[src/rtl/halfrate_dco.sv]
module halfrate_dco (
  input  logic clk,
  input  logic rst,
  input  logic carry_i,
  input  logic borrow_i,
  output logic dco_o,
  output logic ovf_o
);

  logic ph;
  logic add_p;
  logic del_p;

  wire cancel = add_p & del_p;
  wire do_add = add_p & ~del_p & ~ph;
  wire do_del = del_p & ~add_p & ph;
  wire add_keep = add_p & ~do_add & ~cancel;
  wire del_keep = del_p & ~do_del & ~cancel;

  always_ff @(posedge clk) begin
    if (rst) begin
      ph    <= 1'b0;
      add_p <= 1'b0;
      del_p <= 1'b0;
      dco_o <= 1'b0;
      ovf_o <= 1'b0;
    end else begin
      ph    <= ~ph;
      dco_o <= (ph & ~do_del) | do_add;
      add_p <= add_keep | carry_i;
      del_p <= del_keep | borrow_i;
      ovf_o <= (carry_i & add_keep) | (borrow_i & del_keep);
    end
  end

endmodule


[config.mk]
export PLATFORM = sky130hd
export DESIGN_NAME = halfrate_dco
export DESIGN_NICKNAME = d
export VERILOG_FILES = /design/src/rtl/halfrate_dco.sv
export SDC_FILE = /design/constraint.sdc
export NUM_CORES = 1
export LEC_CHECK = 0
export BUFFER_PORTS_ARGS = -buffer_cell sky130_fd_sc_hd__buf_2
export CAP_MARGIN = 25
export CORE_AREA = 2 2 39 41
export DETAILED_ROUTE_END_ITERATION = 7
export DIE_AREA = 0 0 41 43
export MAX_ROUTING_LAYER = met4
export PLACE_DENSITY = 0.3
export SETUP_SLACK_MARGIN = 0.4
export SLEW_MARGIN = 10
export SYNTH_ARGS = -nofsm -noshare
export SYNTH_HDL_FRONTEND = slang
export SYNTH_SLANG_ARGS = --single-unit
[constraint.sdc]
create_clock -name clk -period 1.18 [get_ports clk]
set_input_delay 0.177 -clock clk [delete_from_list [all_inputs] [get_ports clk]]
set_output_delay 0.177 -clock clk [all_outputs]
set_load 0.01 [all_outputs]
* Word-level counts from Yosys, hierarchy flattened
Index checks and enable logic that the tools add are counted.
Word-level totals: bits in registers 5, input port bits 4, output and inout port bits 2, logic and storage cells 27
Cells by class: bitwise operators 22
Operators with widths (count):
- bitwise AND 1 bit | 12
- NOT 1 bit | 6
- bitwise OR 1 bit | 4

* Depth between registers and ports, before layout
depth in word-level cells 8, gate-level depth with buffers 3, gate-level depth less buffers 3

* Worst setup path after synthesis
No wires, ideal clock.
kind flip-flop to flip-flop, from register ph, to register ovf_o, library setup time 0.117 ns, data arrival time 0.705 ns, data required time 1.063 ns, slack 0.358 ns, cell stages (with the launch flop) 4, buffers on the path 0, period minus slack after synthesis 0.822 ns, cell sequence dfxtp_1 -> and3b_1 -> a22oi_1 -> nor2_1
On the way: word-level cells in the longest chain between the ends 7, elaborated cells between the ends (all ways) 12, those cells by class bitwise (12)
Ends and longest elaborated chain:
- start, declared | line 10 | logic ph;
- start signal, assigned | line 28 | ph <= ~ph;
- NOT 1 bit | line 15 | wire do_add = add_p & ~del_p & ~ph;
- bitwise AND 1 bit | line 15
- NOT 1 bit | line 17 | wire add_keep = add_p & ~do_add & ~cancel;
- bitwise AND 1 bit (2 in series) | line 17
- bitwise AND 1 bit | line 32 | ovf_o <= (carry_i & add_keep) | (borrow_i & del_keep);
- bitwise OR 1 bit (*) | line 32
- end signal, assigned | line 32
- end, declared | line 7 | output logic ovf_o
Every way passes the cells marked *; elsewhere a longest branch is shown, timed or not. A chain may end at the register's enable or synchronous reset.

* Worst setup path in the final report
from register add_p, to register ovf_o
On the way: word-level cells in the longest chain between the ends 8, elaborated cells between the ends (all ways) 16, those cells by class bitwise (16)
Ends and longest elaborated chain:
- start, declared | line 11 | logic add_p;
- start signal, assigned | line 30 | add_p <= add_keep | carry_i;
- NOT 1 bit | line 16 | wire do_del = del_p & ~add_p & ph;
- bitwise AND 1 bit (2 in series) | line 16
- NOT 1 bit | line 18 | wire del_keep = del_p & ~do_del & ~cancel;
- bitwise AND 1 bit (2 in series) | line 18
- bitwise AND 1 bit | line 32
- bitwise OR 1 bit (*) | line 32
Marked as above.

==> impl_metrics.json <==
{
  "tritoncts": "done",
  "fp.coreArea_um2": 1380,
  "clkSinkCount": 5,
  "required_ps": 1310,
  "ys_seq_area_frac": 0.593,
  "reg2reg_depth": 3,
  "dieArea_um2": 1760,
  "grt_max_degree": 6,
  "peakVddDrop_mv": 0.234,
  "finalMaxSlewViolations": 0,
  "die_y_um": 43,
  "start_kind": "flip-flop",
  "grt_pass1_wl_um": 524,
  "dp_hpwl_um": 249,
  "setup_tns_ps": 0,
  "overflow": 0,
  "hold_viol": 0,
  "first_pass_iters": 1,
  "syn_area_um2": 169,
  "fmax_mhz": 1170,
  "hold_path_class": "primary input to flip-flop",
  "fillers": 164,
  "clockRootBuffer": "clkbuf_4",
  "track_usage": 0.0534,
  "htreeDepth": 1,
  "status": "complete, no violations",
  "setup_viol": 0,
  "slowest_delay_ps": 320,
  "slew_headroom": 0.874,
  "pre_cts_ws_ps": 337,
  "fp-row-count": 14,
  "io_pins": 6,
  "worstSkewPairLatency_ps": 240,
  "cts_buffer_depth": 2,
  "hold_ws_ps": 153,
  "layout-drive-gt1-share": 0.586,
  "layout_setup_ws_ps": 329,
  "wirelength_um": 356,
  "drt_iter0_markers": 0,
  "n_antenna_cell": 0,
  "cts_buffers": 3,
  "synth.distinct_cells": 9,
  "grt_pass1_vias": 155,
  "io_buffers": 5,
  "syn_inst": 18,
  "worst-path-buf-inv": 0,
  "syn_avg_cell_area_um2": 9.38,
  "cp.depth": 3,
  "postRouteAntennaNets": 0,
  "rsz0062_at_grt": "yes",
  "synth_nets": 22,
  "tightest_slew_ps": 188,
  "crit_path_end_kind": "flip-flop",
  "synth_warnings": 0,
  "die_w_um": 41,
  "area_growth_pct": 62.2,
  "gp_congestion": 0.588,
  "initial_core_util": 0.122,
  "clkTransAtPathRegs_ps": 40,
  "worst_ep_arrival_time_ps": 980,
  "synthTopCellsByArea": "dfxtp_1 59%, nor2_1 13%, nor3b_2 7.4%",
  "clock_skew_ps": 2.13,
  "power_leakage_nw": 0.123,
  "path_class": "flip-flop to flip-flop",
  "vias": 168,
  "drc": 0,
  "nets": 34,
  "period_share": 0.721,
  "layout_common_cells": "6 x nor2_1, 4 x dfxtp_2, 4 x buf_2, 3 x clkbuf_4, 2 x buf_4",
  "path_max_fanout": 3,
  "p_per_area_nw_per_um2": 1560,
  "yosysTopAreaCell": "dfxtp_1",
  "final_common_cell": "nor2_1",
  "cp_top_family": "flip-flops",
  "worstPathCellList": "and3b_1, a22oi_1, nor2_1",
  "yosysTopAreaCellShare": 0.593,
  "avgRoutedWirePerCell_um": 7.91,
  "min_path_cells": 2,
  "vias_per_cell": 3.73,
  "antenna_found_initial": 0,
  "hold_buffers": 0,
  "period_minus_slack_ps": 851,
  "crit_slowest_cell": "dfxtp_2",
  "ys_ff_latch": 5,
  "maxCapViolations": 0
}
==> worst paths after layout <==
check | from | slack, ps | endpoint
hold / removal | rst | 150 | dco_o
setup / recovery | add_p | 330 | ovf_o
setup reg to reg | add_p | 330 | ovf_o
hold reg to reg | ph | 520 | ph
==> registers in the layout (all words and copies together) (netlist names) <==
| signal | count |
|---|---|
| ph | 1 |
| dco_o | 1 |
| add_p | 1 |
| del_p | 1 |
| ovf_o | 1 |
==> cells in the mapped netlist <==
cell type,count
nand2_1,1
o21ai_0,1
a21oi_1,1
a22oi_1,1
nor3b_2,1
and3b_1,1
inv_1,1
nor2_1,6
dfxtp_1,5
==> kinds of logic after synthesis <==
family / after synthesis / synth area share
buffers and inverters: 1 / 0.0222
AOI/OAI and AO/OA: 3 / 0.104
DFF: 5 / 0.593
and+or+nand+nor: 9 / 0.281
==> cell type report <==
class,instances,area (um^2),share of cell area
clock buffer,4,26.3,0.0959
inverter,1,3.75,0.0137
multi-input combinational,12,72.6,0.265
sequential,5,105,0.384
tap,16,20.0,0.0731
timing repair buffer,7,46.3,0.169
==> power by group <==
part	internal, mW	total (mW)	switching, mW
sequential	0.182	0.188	0.00607
clock	0.128	0.196	0.0680
combinational	0.0239	0.0438	0.0199
==> per-stage QoR <==
stage                     cell area [um^2]  cells   util  power, mW
final                                  274     45  0.198      0.428
after CTS                              259     45  0.187      0.429
after floorplan                        170     18      -      0.205
after global placement                 215     39  0.156      0.219
after global routing                   274     45  0.198      0.450
after detailed placement               215     39  0.156      0.219
==> per-layer routing <==
| metal | track usage | wire length [um] |
|---|---|---|
| met1 | 0.0321 | 93 |
| met2 | 0.0750 | 231 |
| met3 | 0.0157 | 16 |
| met4 | 0.100 | 15 |
| met5 | - | 0 |
==> timing repair <==
action	CTS	global route
hold endpoints to repair	0	0
setup endpoints to repair	3	5
buffers inserted	2	0
pin swaps	2	4
gates resized for setup	2	5
Power figures use the tool's default switching activity.
